### config.mk
export PLATFORM = sky130hd
export DESIGN_NAME = fdc_regfile
export DESIGN_NICKNAME = d
export VERILOG_FILES = /design/src/rtl/fdc_pkg.sv /design/src/rtl/fdc_pos_engine.sv /design/src/rtl/fdc_head_timer.sv /design/src/rtl/fdc_drive_regs.sv /design/src/rtl/fdc_regfile.sv
export SDC_FILE = /design/constraint.sdc
export NUM_CORES = 1
export LEC_CHECK = 0
export BUFFER_PORTS_ARGS = -buffer_cell sky130_fd_sc_hd__buf_2
export CAP_MARGIN = 10
export CORE_MARGIN = 4
export CORE_UTILIZATION = 55
export CTS_BUF_LIST = sky130_fd_sc_hd__clkbuf_4 sky130_fd_sc_hd__clkbuf_8
export CTS_CLUSTER_DIAMETER = 50
export DETAILED_ROUTE_END_ITERATION = 7
export MAX_ROUTING_LAYER = met4
export PLACE_DENSITY = 0.76
export SYNTH_ARGS = -nofsm -noshare
export SYNTH_HDL_FRONTEND = slang
export SYNTH_SLANG_ARGS = --single-unit
### constraint.sdc
create_clock -name clk -period 3.8 [get_ports clk]
set_input_delay 0 -clock clk [delete_from_list [all_inputs] [get_ports clk]]
set_output_delay 0 -clock clk [all_outputs]
set_load 0.005 [all_outputs]
### src/rtl/fdc_pkg.sv
`timescale 1ns/1ps
// Shared constants for the floppy controller register file.
// Assumes a 3-bit port offset and commands carried in the upper nibble.
package fdc_pkg;
    localparam logic [2:0] PORT_CMD  = 3'd0;
    localparam logic [2:0] PORT_TRK  = 3'd1;
    localparam logic [2:0] PORT_SEC  = 3'd2;
    localparam logic [2:0] PORT_DATA = 3'd3;
    localparam logic [2:0] PORT_EXT  = 3'd4;

    localparam logic [3:0] CMD_FORCE = 4'hD;

    // Kind of head motion selected by command bits [2:1].
    typedef enum logic [1:0] {
        MV_ABS  = 2'd0,
        MV_STEP = 2'd1,
        MV_IN   = 2'd2,
        MV_OUT  = 2'd3
    } motion_e;
endpackage

### src/rtl/fdc_pos_engine.sv
`timescale 1ns/1ps
// Positioning arithmetic: given a command's low three code bits and the
// current drive state, produce the next track, direction and error bit.
// Purely combinational; the caller applies results only for positioning codes.
module fdc_pos_engine #(
    parameter int TRACKS = 77
) (
    input  logic [2:0] code,
    input  logic [7:0] trk_cur,
    input  logic [7:0] data_in,
    input  logic       dir_in_cur,
    output logic [7:0] trk_nxt,
    output logic       dir_nxt,
    output logic       err_nxt
);
    import fdc_pkg::*;

    localparam logic [7:0] TRK_LIM  = 8'(TRACKS);
    localparam logic [7:0] TRK_LAST = 8'(TRACKS - 1);

    motion_e motion;
    logic    upd;
    logic    inward;
    logic    legal;

    assign motion = motion_e'(code[2:1]);
    assign upd    = code[0];

    // Resolve direction, legality and resulting track for the command.
    always_comb begin
        trk_nxt = trk_cur;
        dir_nxt = dir_in_cur;
        err_nxt = 1'b0;
        inward  = 1'b0;
        legal   = 1'b0;
        if (motion == MV_ABS) begin
            if (!upd) begin
                trk_nxt = 8'd0;
            end else if (data_in < TRK_LIM) begin
                trk_nxt = data_in;
            end else begin
                err_nxt = 1'b1;
            end
        end else begin
            inward = (motion == MV_IN) || ((motion == MV_STEP) && dir_in_cur);
            if (motion != MV_STEP) begin
                dir_nxt = inward;
            end
            legal = inward ? (trk_cur < TRK_LAST) : (trk_cur != 8'd0);
            if (!legal) begin
                err_nxt = 1'b1;
            end else if (upd) begin
                trk_nxt = inward ? trk_cur + 8'd1 : trk_cur - 8'd1;
            end
        end
    end
endmodule

### src/rtl/fdc_head_timer.sv
`timescale 1ns/1ps
// Head-load timer for one drive: a load pulse raises the head and starts a
// countdown; the head drops when CYCLES edges pass without another load.
// Assumes CYCLES >= 1.
module fdc_head_timer #(
    parameter int CYCLES = 5_000_000
) (
    input  logic clk,
    input  logic rst_n,
    input  logic load,
    output logic loaded
);
    localparam int CW = $clog2(CYCLES + 1);

    logic [CW-1:0] cnt;

    // Reload on activity, otherwise count down and unload at expiry.
    always_ff @(posedge clk) begin
        if (!rst_n) begin
            cnt    <= '0;
            loaded <= 1'b0;
        end else if (load) begin
            cnt    <= CW'(CYCLES);
            loaded <= 1'b1;
        end else if (cnt != '0) begin
            cnt <= cnt - CW'(1);
            if (cnt == CW'(1)) begin
                loaded <= 1'b0;
            end
        end
    end
endmodule

### src/rtl/fdc_drive_regs.sv
`timescale 1ns/1ps
// Register slice for one drive: track, sector, direction, seek error, busy,
// interrupt and head state. Assumes 'hit' is high only for a bus write while
// this drive is selected, and that pos_* already reflect this drive's state.
module fdc_drive_regs #(
    parameter int HEAD_CYC = 5_000_000
) (
    input  logic       clk,
    input  logic       rst_n,
    input  logic       hit,
    input  logic [2:0] addr,
    input  logic [7:0] wdata,
    input  logic [7:0] pos_trk,
    input  logic       pos_dir,
    input  logic       pos_err,
    input  logic       done_hit,
    output logic [7:0] trk,
    output logic [7:0] sec,
    output logic       dir_in,
    output logic       err,
    output logic       busy,
    output logic       irq,
    output logic       head
);
    import fdc_pkg::*;

    logic cmd_hit;
    logic is_pos;
    logic is_force;
    logic is_data;
    logic head_ld;

    assign cmd_hit  = hit && (addr == PORT_CMD);
    assign is_pos   = !wdata[7];
    assign is_force = (wdata[7:4] == CMD_FORCE);
    assign is_data  = wdata[7] && !is_force;
    assign head_ld  = cmd_hit && (is_data || (is_pos && wdata[3]));

    // Per-drive register updates; a command write overrides a done pulse.
    always_ff @(posedge clk) begin
        if (!rst_n) begin
            trk    <= 8'd0;
            sec    <= 8'd1;
            dir_in <= 1'b1;
            err    <= 1'b0;
            busy   <= 1'b0;
            irq    <= 1'b0;
        end else begin
            if (done_hit) begin
                busy <= 1'b0;
                irq  <= 1'b1;
            end
            if (hit) begin
                case (addr)
                    PORT_CMD: begin
                        if (is_pos) begin
                            trk    <= pos_trk;
                            dir_in <= pos_dir;
                            err    <= pos_err;
                            busy   <= 1'b0;
                            irq    <= 1'b1;
                        end else if (is_force) begin
                            busy <= 1'b0;
                            irq  <= 1'b0;
                        end else begin
                            busy <= 1'b1;
                            irq  <= 1'b0;
                            err  <= 1'b0;
                        end
                    end
                    PORT_TRK: trk <= wdata;
                    PORT_SEC: sec <= wdata;
                    default: ;
                endcase
            end
        end
    end

    fdc_head_timer #(.CYCLES(HEAD_CYC)) i_head (
        .clk    (clk),
        .rst_n  (rst_n),
        .load   (head_ld),
        .loaded (head)
    );
endmodule

### src/rtl/fdc_regfile.sv
`timescale 1ns/1ps
// Host register file and positioning engine of a multi-drive floppy
// controller. Decodes port offsets, runs positioning commands in one cycle,
// hands data commands to an external transfer engine, selects the drive and
// assembles the status word. Assumes single-cycle bus_wr strobes.
module fdc_regfile #(
    parameter int NUM_DRIVES = 4,
    parameter int TRACKS     = 77,
    parameter int CLK_PER_MS = 50_000,
    parameter int HEAD_MS    = 100,
    localparam int SEL_W     = $clog2(NUM_DRIVES)
) (
    input  logic                  clk,
    input  logic                  rst_n,
    input  logic                  bus_wr,
    input  logic [2:0]            bus_addr,
    input  logic [7:0]            bus_wdata,
    output logic [7:0]            bus_rdata,
    input  logic [NUM_DRIVES-1:0] drv_ready,
    input  logic [NUM_DRIVES-1:0] drv_wprot,
    input  logic                  xfer_done,
    output logic                  xfer_start,
    output logic                  xfer_abort,
    output logic [3:0]            xfer_cmd,
    output logic [SEL_W-1:0]      drv_sel,
    output logic                  irq
);
    import fdc_pkg::*;

    localparam int HEAD_CYC = CLK_PER_MS * HEAD_MS;

    logic [SEL_W-1:0]            sel_q;
    logic [SEL_W-1:0]            xdrv_q;
    logic [SEL_W-1:0]            sel_cand;
    logic [7:0]                  data_q;
    logic [NUM_DRIVES-1:0][7:0]  trk_v;
    logic [NUM_DRIVES-1:0][7:0]  sec_v;
    logic [NUM_DRIVES-1:0]       dir_v;
    logic [NUM_DRIVES-1:0]       err_v;
    logic [NUM_DRIVES-1:0]       busy_v;
    logic [NUM_DRIVES-1:0]       irq_v;
    logic [NUM_DRIVES-1:0]       head_v;
    logic [7:0]                  pos_trk;
    logic                        pos_dir;
    logic                        pos_err;
    logic [7:0]                  trk_sel;
    logic [7:0]                  stat_sel;
    logic                        cmd_wr;

    assign cmd_wr   = bus_wr && (bus_addr == PORT_CMD);
    assign trk_sel  = trk_v[sel_q];
    assign sel_cand = ~bus_wdata[4 +: SEL_W];

    fdc_pos_engine #(.TRACKS(TRACKS)) i_pos (
        .code       (bus_wdata[6:4]),
        .trk_cur    (trk_sel),
        .data_in    (data_q),
        .dir_in_cur (dir_v[sel_q]),
        .trk_nxt    (pos_trk),
        .dir_nxt    (pos_dir),
        .err_nxt    (pos_err)
    );

    for (genvar g = 0; g < NUM_DRIVES; g++) begin : g_drive
        fdc_drive_regs #(.HEAD_CYC(HEAD_CYC)) i_regs (
            .clk      (clk),
            .rst_n    (rst_n),
            .hit      (bus_wr && (sel_q == SEL_W'(g))),
            .addr     (bus_addr),
            .wdata    (bus_wdata),
            .pos_trk  (pos_trk),
            .pos_dir  (pos_dir),
            .pos_err  (pos_err),
            .done_hit (xfer_done && (xdrv_q == SEL_W'(g))),
            .trk      (trk_v[g]),
            .sec      (sec_v[g]),
            .dir_in   (dir_v[g]),
            .err      (err_v[g]),
            .busy     (busy_v[g]),
            .irq      (irq_v[g]),
            .head     (head_v[g])
        );
    end

    // Drive selection and data register.
    always_ff @(posedge clk) begin
        if (!rst_n) begin
            sel_q  <= '0;
            data_q <= 8'd0;
        end else if (bus_wr) begin
            if (bus_addr == PORT_DATA) begin
                data_q <= bus_wdata;
            end
            if ((bus_addr == PORT_EXT) &&
                ({1'b0, sel_cand} < (SEL_W + 1)'(NUM_DRIVES))) begin
                sel_q <= sel_cand;
            end
        end
    end

    // Hand-off strobes toward the transfer engine.
    always_ff @(posedge clk) begin
        if (!rst_n) begin
            xfer_start <= 1'b0;
            xfer_abort <= 1'b0;
            xfer_cmd   <= 4'd0;
            xdrv_q     <= '0;
        end else begin
            xfer_start <= 1'b0;
            xfer_abort <= 1'b0;
            if (cmd_wr && bus_wdata[7]) begin
                xfer_abort <= 1'b1;
                if (bus_wdata[7:4] != CMD_FORCE) begin
                    xfer_start <= 1'b1;
                    xfer_cmd   <= bus_wdata[7:4];
                    xdrv_q     <= sel_q;
                end
            end
        end
    end

    // Status word of the selected drive.
    always_comb begin
        stat_sel = {~drv_ready[sel_q], drv_wprot[sel_q], head_v[sel_q],
                    err_v[sel_q], 1'b0, (trk_sel == 8'd0),
                    drv_ready[sel_q], busy_v[sel_q]};
    end

    // Read multiplexer over the port offsets.
    always_comb begin
        case (bus_addr)
            PORT_CMD:  bus_rdata = stat_sel;
            PORT_TRK:  bus_rdata = trk_sel;
            PORT_SEC:  bus_rdata = sec_v[sel_q];
            PORT_DATA: bus_rdata = data_q;
            PORT_EXT:  bus_rdata = irq_v[sel_q] ? 8'h00 : 8'h80;
            default:   bus_rdata = 8'hFF;
        endcase
    end

    assign drv_sel = sel_q;
    assign irq     = irq_v[sel_q];
endmodule

==> impl_metrics.csv <==
group,metric,value,unit
pwr,total_power,6377,µW
clock_tree,cts_resized,0,
detailed_routing,routed_via_density,5.958,
synth,postSynth.asyncResetShare,0,%
min_path,worstHoldEndpoint,"g_drive[3].i_regs.sec[0]$_SDFFE_PN1P_",
clock_tree,cts_inserted_buffers,17,
floorplan,die_area,0.01894,mm²
synth,seq_area_frac_synth,42.04,%
synth,synth_top_area_share,42.04,%
worst_setup_path,crit_type,"flip-flop to flip-flop",
detailed_routing,drt_iter0_drc,736,
sta,hold_viol_final,0,
clock_tree,ctsHoldBuffers,9,
placement,port_buffers,39,
detailed_routing,firstDrtPassIters,5,
layout,syn_to_final_growth,9.236,%
synth,synth_cells,1050,
synth,synth_area_leaders,"dfxtp_1 42%, nor2_1 5.6%, a21oi_1 5.4%",
grt,antenna_found_initial,0,
min_path,min_path_type,"input port to flip-flop",
synth,synth_flop_cell,"dfxtp_1",
synth,synth_nets,1082,
worst_setup_path,worst_ep_arrival_time,3780,ps
clock_tree,cts_setup_buffers,0,
detailed_routing,wirelength,21.67,mm
floorplan,die_height,137.6,µm
sta,max_freq,289.2,MHz
clock_tree,root_buffer,"clkbuf_8",
clock_tree,cts-htree-levels,4,
worst_setup_path,r2r_cells,7,
layout,seqCellArea,0.003885,mm²
detailed_routing,drc,0,
synth,synth_top_area_cell,"dfxtp_1",
sta,tightest_slew,908.8,ps
pwr,peakVddDrop,390.7,µV
sta,final-setup-viol-count,0,
synth,synth-edff-count,0,
synth,synth.avg_cell_area,8.799,µm²
min_path,worstHoldStart,"rst_n",
floorplan,core,0.01652,mm²
placement,gp_congestion,0.9723,
clock_tree,clkTransAtPathRegs,100,ps
sta,tns,0,ps
synth,ys_ff_latch,194,
layout,diodes,0,
layout,multi_input_area,0.005090,mm²
grt,grt_first_pass_wirelength,36.16,mm
worst_setup_path,crit_fanout,18,
clock_tree,cts_tree,"done",
sta,layout_min_cycle_time,3458,ps
worst_setup_path,critical_path_buf_inv_count,0,
grt,grt_usage,24.48,%
sta,relSlewSlack,38.95,%
worst_setup_path,cpLargestDelayFamily,"multiplexers",
placement,hpwl,15.01,mm
worst_setup_path,cp_slowest_cell,"mux4_1",
run,max-cap-violations,0,
synth,syn_area,0.009239,mm²
worst_setup_path,start_kind,"flip-flop",
synth,ys_types,62,
floorplan,rows,47,
floorplan,fp.dieW,137.6,µm
worst_setup_path,end_kind,"flip-flop",
sta,rsz0062_at_grt,"no",
grt,overflow,0,
detailed_routing,ant_nets,0,
pwr,leakagePower,0.003722,µW
layout,drive_gt1_share,11.85,%
detailed_routing,wl_per_cell,16.45,µm
worst_setup_path,r2r_start,"drv_sel[0]$_SDFFE_PN0P_",
detailed_routing,via_count,7847,
grt,grt_max_degree,57,
sta,drv_slew,0,
clock_tree,clock_path_buffers,2,
status,status,"finished clean",
layout,num-fill-cells,1427,
clock_tree,cts.sinks,194,
worst_setup_path,cp.required,4120,ps
sta,skew,10.98,ps
min_path,hold_path_depth,3,
floorplan,start_util,55.91,%
synth,ys.warnings.count,0,
worst_setup_path,reg2reg_slack,340,ps
worst_setup_path,max_stage_delay,820,ps
clock_tree,clock_latency,480,ps
layout,final_nets,1116,
pwr,powerDensity,631.9,mW/mm²
worst_setup_path,r2r_end,"g_drive[2].i_regs.trk[1]$_SDFFE_PN0P_",
grt,grt_pass1_vias,7277,
worst_setup_path,crit_chain,"mux4_1, nor3_1, a31oi_2, o21ai_2, mux2_4, a221oi_4, a21oi_1",
floorplan,pin_count,40,
sta,fin_crit_sh,91.00,%
## tightest hold or removal path, delay by kind of cell
kind          cells  cell delay (ps)
buf+inv           2              360
simple gates      1              110
## per-layer routing
| metal | vias up | global-route usage [%] | part of all wire [%] |
|---|---|---|---|
| li1 | 3865 | - | - |
| met4 | 0 | 8.149 | 2.3 |
| met1 | 3683 | 32.39 | 45 |
| met3 | 49 | 4.346 | 5.9 |
| met2 | 250 | 38.12 | 46 |
| met5 | - | - | 0 |
## cell type report
cell class              count  share of cell area [%]
clock inverters            15                   1.240
well taps                 220                   2.727
flip-flops and latches    194                   38.49
repair buffers             60                   3.967
multi-input cells         789                   50.43
clock buffers              17                   2.318
inverters                  22                  0.8182
## how the worst max path moves through the flow
stage,slack (ps),endpoint,from,depth (start not counted)
after detailed placement,410,g_drive[1].i_regs.trk[6]$_SDFFE_PN0P_,drv_sel[0]$_SDFFE_PN0P_,10
after floorplan,920,g_drive[0].i_regs.trk[6]$_SDFFE_PN0P_,drv_sel[0]$_SDFFE_PN0P_,11
after CTS,390,g_drive[1].i_regs.trk[6]$_SDFFE_PN0P_,drv_sel[0]$_SDFFE_PN0P_,10
final,340,g_drive[2].i_regs.trk[1]$_SDFFE_PN0P_,drv_sel[0]$_SDFFE_PN0P_,7
after global routing,140,g_drive[2].i_regs.trk[1]$_SDFFE_PN0P_,drv_sel[0]$_SDFFE_PN0P_,7
after global placement,420,g_drive[1].i_regs.trk[6]$_SDFFE_PN0P_,drv_sel[0]$_SDFFE_PN0P_,10
## registers in the layout (all words and copies together), names as in the netlist
signal and count:
g_drive.i_regs.i_head.cnt 92, g_drive.i_regs.sec 32, g_drive.i_regs.trk 32, data_q 8
g_drive.i_regs.busy 4, g_drive.i_regs.dir_in 4, g_drive.i_regs.err 4, g_drive.i_regs.i_head.loaded 4
g_drive.i_regs.irq 4, xfer_cmd 4, drv_sel 2, xdrv_q 2
xfer_abort 1, xfer_start 1
## power breakdown
part | internal (µW) | total [µW] | switching, µW
sequential | 2390 | 2710 | 323
clock | 470 | 1250 | 780
combinational | 1060 | 2420 | 1350
total | 3920 | 6380 | 2460
## cell families (layout without fill, tap and decap cells)
kind of cell,after synthesis,count (layout),synth area share [%]
flip-flops,194,194,42.04
AO/OA/AOI/OAI,222,222,15.01
buffers and inverters,67,114,2.871
adder cells (fa/ha/maj),9,9,1.219
XOR/XNOR,67,67,6.352
AND/OR/NAND/NOR,423,423,21.80
multiplexers,68,68,10.71
## synth_stat cells (4+ instances only)
cell type and number:
and2_1 6, a21oi_1 100, inv_1 22, o31ai_1 11, nor3b_1 8, o21ai_0 43
buf_2 4, mux2i_1 37, o211ai_1 4, nor4_1 18, o221ai_1 4, clkbuf_1 36
o21ai_1 4, nand4_1 9, xor2_1 22, and3_1 5, mux2_2 7, or3_1 15
or4_1 16, nor2_1 137, nand2b_1 7, nor2b_1 8, mux4_2 21, a31oi_1 6
o22ai_1 6, ha_1 9, nor3_1 47, a211oi_1 8, xnor2_1 45, nand2_1 90
a22oi_1 7, dfxtp_1 194, nand3_1 46
## stage by stage
stage,utilization [%],worst slack [ps],instance area (µm²),hold slack (ps),instances
after floorplan,-,916.2,9239,125.1,1050
after global placement,58.36,421.3,9643,336.9,1276
after detailed placement,58.36,410.2,9643,347.4,1276
after CTS,61.07,388.6,10090,31.17,1317
after global routing,61.07,137.6,10090,71.07,1317
final,61.07,342.0,10090,48.72,1317
## cells in the final DEF, fill, tap and decap left out, types with 16 or more instances in the layout
cell	Yosys	layout
xnor2_1	45	45
dfxtp_1	194	193
clkbuf_8	0	17
xor2_1	22	22
inv_1	22	21
mux4_2	21	21
nor3_1	47	47
or4_1	16	16
o21ai_0	43	43
a21oi_1	100	100
nor4_1	18	18
nor2_1	137	137
nand3_1	46	46
mux2i_1	37	37
buf_2	4	39
nand2_1	90	90
(Power assumes the default switching activity.)
